File: src/rtl/sci_pwr_pkg.sv
package sci_pwr_pkg;
  localparam int NUM_LVL     = 5;
  localparam int NUM_STK     = 3;
  localparam int NUM_SRC     = NUM_LVL + NUM_STK;
  localparam int SYNC_STAGES = 2;

  // sticky index inside the sticky group; flag bit = NUM_LVL + index
  localparam int STK_EDGE = 0;
  localparam int STK_BERR = 1;
  localparam int STK_BRK  = 2;

  typedef enum logic [1:0] {
    MODE_RUN  = 2'd0,
    MODE_FRZ  = 2'd1,
    MODE_STOP = 2'd2
  } mode_e;
endpackage

File: src/rtl/sci_rx_edge_det.sv
module sci_rx_edge_det #(
  parameter int SYNC_STAGES = 2
) (
  input  logic clk_i,
  input  logic rst_ni,
  input  logic rx_i,
  input  logic pol_i,
  output logic edge_o
);
  localparam int W = SYNC_STAGES + 1;

  // idle line reset value; last stage holds previous synchronized sample
  logic [W-1:0] sh_q;

  always_ff @(posedge clk_i or negedge rst_ni) begin
    if (!rst_ni) sh_q <= '1;
    else         sh_q <= {sh_q[W-2:0], rx_i};
  end

  logic cur, prv;
  assign cur = sh_q[SYNC_STAGES-1];
  assign prv = sh_q[SYNC_STAGES];

  assign edge_o = pol_i ? (cur & ~prv) : (~cur & prv);
endmodule

File: src/rtl/sci_pwr_mode.sv
module sci_pwr_mode
  import sci_pwr_pkg::*;
(
  input  logic  clk_i,
  input  logic  rst_ni,
  input  logic  wait_i,
  input  logic  stop_i,
  input  logic  wait_dis_i,
  input  logic  exit_rst_i,
  output mode_e mode_o,
  output logic  abort_o
);
  mode_e mode_q, mode_d;
  logic  abort_q;

  always_comb begin
    if (exit_rst_i)                mode_d = MODE_RUN;
    else if (stop_i)               mode_d = MODE_STOP;
    else if (wait_i && wait_dis_i) mode_d = MODE_FRZ;
    else                           mode_d = MODE_RUN;
  end

  always_ff @(posedge clk_i or negedge rst_ni) begin
    if (!rst_ni) begin
      mode_q  <= MODE_RUN;
      abort_q <= 1'b0;
    end else begin
      mode_q  <= mode_d;
      abort_q <= exit_rst_i;
    end
  end

  assign mode_o  = mode_q;
  assign abort_o = abort_q;
endmodule

File: src/rtl/sci_irq_flags.sv
module sci_irq_flags #(
  parameter int NUM_LVL = 5,
  parameter int NUM_STK = 3
) (
  input  logic                       clk_i,
  input  logic                       rst_ni,
  input  logic [NUM_LVL-1:0]         lvl_i,
  input  logic [NUM_STK-1:0]         set_i,
  input  logic                       clr_we_i,
  input  logic [NUM_STK-1:0]         clr_i,
  input  logic                       flush_i,
  input  logic [NUM_LVL+NUM_STK-1:0] en_i,
  output logic [NUM_LVL+NUM_STK-1:0] flags_o,
  output logic                       irq_o
);
  logic [NUM_STK-1:0] stk_q;

  for (genvar k = 0; k < NUM_STK; k++) begin : g_stk
    always_ff @(posedge clk_i or negedge rst_ni) begin
      if (!rst_ni)                  stk_q[k] <= 1'b0;
      else if (flush_i)             stk_q[k] <= 1'b0;
      else if (set_i[k])            stk_q[k] <= 1'b1;
      else if (clr_we_i && clr_i[k]) stk_q[k] <= 1'b0;
    end
  end

  assign flags_o = {stk_q, lvl_i};
  assign irq_o   = |(flags_o & en_i);
endmodule

File: src/rtl/sci_pwr_irq_ctrl.sv
module sci_pwr_irq_ctrl
  import sci_pwr_pkg::*;
#(
  parameter int N_LVL  = NUM_LVL,
  parameter int N_STK  = NUM_STK,
  parameter int N_SYNC = SYNC_STAGES,
  localparam int N_SRC = N_LVL + N_STK
) (
  input  logic             clk_i,
  input  logic             rst_ni,
  input  logic             wait_i,
  input  logic             stop_i,
  input  logic             wait_dis_i,
  input  logic             exit_rst_i,
  input  logic             rx_en_i,
  input  logic             tx_en_i,
  input  logic             rx_pol_i,
  input  logic             rx_i,
  input  logic [N_LVL-1:0] lvl_flags_i,
  input  logic             err_set_i,
  input  logic             brk_set_i,
  input  logic [N_SRC-1:0] irq_en_i,
  input  logic             clr_we_i,
  input  logic [N_SRC-1:0] clr_data_i,
  output logic             clk_en_o,
  output logic             freeze_o,
  output logic             abort_o,
  output logic             rx_en_o,
  output logic             tx_en_o,
  output logic             wake_o,
  output logic [N_SRC-1:0] flags_o,
  output logic             irq_o
);
  mode_e            mode;
  logic             edge_hit;
  logic [N_STK-1:0] stk_set;
  logic             unused_clr;

  sci_rx_edge_det #(.SYNC_STAGES(N_SYNC)) u_edge (
    .clk_i  (clk_i),
    .rst_ni (rst_ni),
    .rx_i   (rx_i),
    .pol_i  (rx_pol_i),
    .edge_o (edge_hit)
  );

  sci_pwr_mode u_mode (
    .clk_i      (clk_i),
    .rst_ni     (rst_ni),
    .wait_i     (wait_i),
    .stop_i     (stop_i),
    .wait_dis_i (wait_dis_i),
    .exit_rst_i (exit_rst_i),
    .mode_o     (mode),
    .abort_o    (abort_o)
  );

  always_comb begin
    stk_set           = '0;
    stk_set[STK_EDGE] = edge_hit;
    stk_set[STK_BERR] = err_set_i;
    stk_set[STK_BRK]  = brk_set_i;
  end

  // level bits are not writable
  assign unused_clr = ^clr_data_i[N_LVL-1:0];

  sci_irq_flags #(.NUM_LVL(N_LVL), .NUM_STK(N_STK)) u_flags (
    .clk_i    (clk_i),
    .rst_ni   (rst_ni),
    .lvl_i    (lvl_flags_i),
    .set_i    (stk_set),
    .clr_we_i (clr_we_i),
    .clr_i    (clr_data_i[N_SRC-1:N_LVL]),
    .flush_i  (exit_rst_i),
    .en_i     (irq_en_i),
    .flags_o  (flags_o),
    .irq_o    (irq_o)
  );

  assign clk_en_o = (mode == MODE_RUN);
  assign freeze_o = (mode != MODE_RUN);
  assign wake_o   = (mode == MODE_STOP) && flags_o[N_LVL+STK_EDGE];
  assign rx_en_o  = rx_en_i;
  assign tx_en_o  = tx_en_i;
endmodule

File: config.mk
export PLATFORM = sky130hd
export DESIGN_NAME = sci_pwr_irq_ctrl
export DESIGN_NICKNAME = d
export VERILOG_FILES = /design/src/rtl/sci_pwr_pkg.sv /design/src/rtl/sci_rx_edge_det.sv /design/src/rtl/sci_pwr_mode.sv /design/src/rtl/sci_irq_flags.sv /design/src/rtl/sci_pwr_irq_ctrl.sv
export SDC_FILE = /design/constraint.sdc
export NUM_CORES = 1
export LEC_CHECK = 0
export ABC_AREA = 1
export ABC_CLOCK_PERIOD_IN_PS = 900
export CAP_MARGIN = 30
export CORE_ASPECT_RATIO = 1.2
export CORE_UTILIZATION = 24
export CTS_CLUSTER_SIZE = 28
export DETAILED_ROUTE_END_ITERATION = 12
export GPL_ROUTABILITY_DRIVEN = 0
export PLACE_DENSITY_LB_ADDON = 0.25
export REMOVE_ABC_BUFFERS = 1
export SETUP_SLACK_MARGIN = 0.3
export SLEW_MARGIN = 10
export SYNTH_ARGS = -nofsm -noshare
export SYNTH_HDL_FRONTEND = slang
export SYNTH_SLANG_ARGS = --single-unit
File: constraint.sdc
create_clock -name clk_i -period 0.9 [get_ports clk_i]
set_clock_uncertainty 0.15 [all_clocks]
set_input_delay 0.18 -clock clk_i [delete_from_list [all_inputs] [get_ports clk_i]]
set_output_delay 0.18 -clock clk_i [all_outputs]
set_load 0.05 [all_outputs]
==> summary.txt <==
Clock network
  – Clock latency on the worst-skew pair: around 0.24 ns
  – H-tree levels: 1
  – TritonCTS clock tree: yes
  – Root Driver: clkbuf_4
  – Num CTS Buffers: 3
  – TritonCTS Sinks: 9
  – Reg clk slew, reported paths: about 0.06 ns
  – Max clock buf depth: 2
  – Hold-fix buffers at CTS: 0

Global route
  – Gr usage total: roughly 16%
  – Initial antenna violation count: 0
  – GRT overflow: 0
  – Vias in the first global route: approximately 540
  – Largest net degree at the start of global routing: 10
  – Global-route wire length before repair: between 2000 and 2500 um

Placed design
  – Inst Count DP: about 120
  – Placed inst area: between 1000 and 1500 um2
  – I/O Buffers: 39
  – Post-DP HPWL: about 1100 um

Floorplanning
  – Die area: roughly 2000 um2
  – Die Y-Extent: 48.9 um
  – I/O Pins: 49
  – Core area: between 1500 and 2000 um2
  – Initial Util: between 20% and 30%
  – Die width: ~41 um
  – Core Rows: 16

Detailed routing
  – Drt pass-1 iters: 1
  – DRT iter0 DRCs: 0
  – Avg WL per Cell: 11.1 um
  – DR vias/cell: 4.35
  – Vias: ~540
  – Drt total wl: about 1400 um
  – # DRC: 0
  – Post-route antenna net violation count: 0

Setup path
  – Most used cell, CP: nand2_1
  – CP endpoint kind: primary output
  – Crit start category: flip-flop
  – Critical Path, Cell by Cell: nand2_1, nand2_1, nor2_1, nand2_1, buf_12
  – R2R setup slack: -0.26 ns
  – Critical path arrival: between 1 and 1.5 ns
  – Max stage delay on crit path: 0.38 ns
  – Crit path kind: reg -> out
  – Worst EP required: roughly 0.57 ns
  – Worst path top cell family by delay: flip-flops
  – Instance count on the critical path: 5
  – CP Buf/Inv Count: 1
  – Worst Setup SP: u_flags.flags_o[7]
  – Worst r2r path cells: 5
  – Critical Path Sink: irq_o
  – R2r endpoint: u_flags.flags_o[6]
  – Slowest cell on crit path: dfrtp_1
  – Critical R2R Launch: u_flags.flags_o[6]
  – Worst-path maximum fanout: 2

Power and ir drop
  – Register share of total power: 35.0%
  – Peak supply drop: 814 uV
  – Clock share of power: 22.3%
  – NetSw: about 0.37 mW
  – Switching power share of the total: 28.6%
  – Lkg Pwr: between 0.5 and 0.6 nW
  – Pwr dens: about 1100 nW/um2
  – Total power: 1.28 mW
  – Gate power share: a little over two fifths
  – Cell-internal power: between 0.9 and 1 mW

Cells and area
  – Final nets: around 140
  – Synthesis-to-finish area growth: 157%
  – Area of the multi-input gates: ~150 um2
  – Storage cell area: between 200 and 250 um2
  – Post-route cell area: between 1000 and 1500 um2
  – Filler cell count: ~150
  – Share of post-route cells with drive strength above 1: roughly two fifths
  – Antenna Cells: 0
  – Number of cells in the finished layout apart from fillers: between 100 and 150

Timing
  – Max Fclk: between 0.7 and 0.8 GHz
  – PnR worst setup slack: -0.517 ns
  – Final Setup Violations: 11
  – Slew Viols, Final: 0
  – Least-Margin Pin Slew: about 0.15 ns
  – Hold Fails Final Rpt: 0
  – Setup_tns: -4.00 ns
  – Crit path time final: ~1.4 ns
  – Fin crit share: 157%
  – Final hold slack: approximately 0.081 ns
  – Worst relative slew slack: approximately 90%
  – RSZ-0062 raised after global routing: true

Synth
  – Sequential area share after synthesis: about 52%
  – Distinct cell type count after synthesis: 9
  – Mapped Area: approximately 440 um2
  – Synthesized flop and latch total: 9
  – Syn Inst Count: 56
  – Total number of yosys warnings: 0
  – Synth Area per Inst: 7.84 um2

Status
  – Outcome: finished with violations
  – Failing checks: setup timing

Worst hold path
  – Worst hold path type: in -> reg

Run
  – MaxCap Viol Count: 0
## power by group through the flow
| stage | clock network [mW] | registers [mW] | logic, mW |
|---|---|---|---|
| final | 0.285 | 0.447 | 0.546 |
| after global routing | 0.323 | 0.450 | 0.578 |
| after CTS | 0.302 | 0.446 | 0.527 |
| after detailed placement | 0 | 0.452 | 0.500 |
| after global placement | 0 | 0.451 | 0.495 |
| after floorplan | 0 | 0.491 | 0.0832 |
## state kept, by name, indices dropped and copies added, names as in the netlist
name	count
u_edge.sh_q	3
u_mode.mode_o	2
u_flags.flags_o	3
u_mode.abort_o	1
## metal layers
| metal | track usage (%) | share of wire (%) | vias to the layer above | wire, um |
|---|---|---|---|---|
| li1 | - | - | 263 | - |
| met1 | 14.7 | 31 | 245 | 427 |
| met2 | 29.9 | 57 | 29 | 784 |
| met3 | 3.20 | 11 | 2 | 152 |
| met4 | 8.33 | 0.66 | 0 | 9 |
| met5 | 0 | 0 | - | 0 |
## final cells by class
type / count / share of cell area (%)
clock buffers: 4 / 2.33
inverters: 7 / 2.33
multi-input cells: 33 / 13.6
flip-flops and latches: 9 / 20.3
well taps: 18 / 2.00
repair buffers: 53 / 59.4
## how the worst min path moves through the flow
stage / startpoint / end / slack (ns) / cells past startpoint
after floorplan: rst_ni / u_flags.flags_o[5] / -0.27 / 0
after global placement: u_edge.sh_q[0] / u_edge.sh_q[1] / 0.20 / 0
after detailed placement: u_edge.sh_q[0] / u_edge.sh_q[1] / 0.20 / 0
after CTS: exit_rst_i / u_mode.abort_o / 0.07 / 1
after global routing: rst_ni / u_mode.mode_o[0] / 0.09 / 2
final: exit_rst_i / u_mode.abort_o / 0.08 / 1
## cells by family (layout without fill, tap and decap cells)
group / count (synthesis) / after routing / synth area share [%]
AO/OA/AOI/OAI: 2 / 2 / 2.28
buffers and inverters: 14 / 64 / 17.9
flip-flops: 9 / 9 / 52.1
AND/OR/NAND/NOR: 31 / 31 / 27.6
## cells in the mapped netlist
master,instances,area (um2)
dfstp_2,3,78.8
nor3_1,1,5.00
nor2_1,7,26.3
a21oi_1,2,10.0
buf_4,7,52.6
inv_1,7,26.3
nand3_1,3,15.0
dfrtp_1,6,150
nand2_1,20,75.1
## metrics by stage
stage / worst slack, ns / utilization, %
2_1_floorplan: -0.940 / -
3_3_place_gp: -0.491 / 59.7
3_5_place_dp: -0.517 / 59.7
4_1_cts: -0.528 / 64.8
5_1_grt: -0.591 / 67.1
6_report: -0.517 / 67.1
## layout by cell type, fill, tap and decap left out, types with 2 or more instances in the layout
cell             instances
a21oi_2                  2
buf_12                  13
buf_4                    3
buf_6                   16
clkbuf_4                 3
clkdlybuf4s50_1         17
dfrtp_1                  6
dfstp_2                  3
dlygate4sd2_1            3
inv_1                    7
nand2_1                 20
nand3_1                  3
nor2_1                   5
## repair_timing
action	in CTS	in global routing
endpoints found under the setup margin	21	18
setup buffers	1	3
resized for setup	44	4
pin swaps	7	3
No activity file was read; power rests on OpenSTA's default activity.
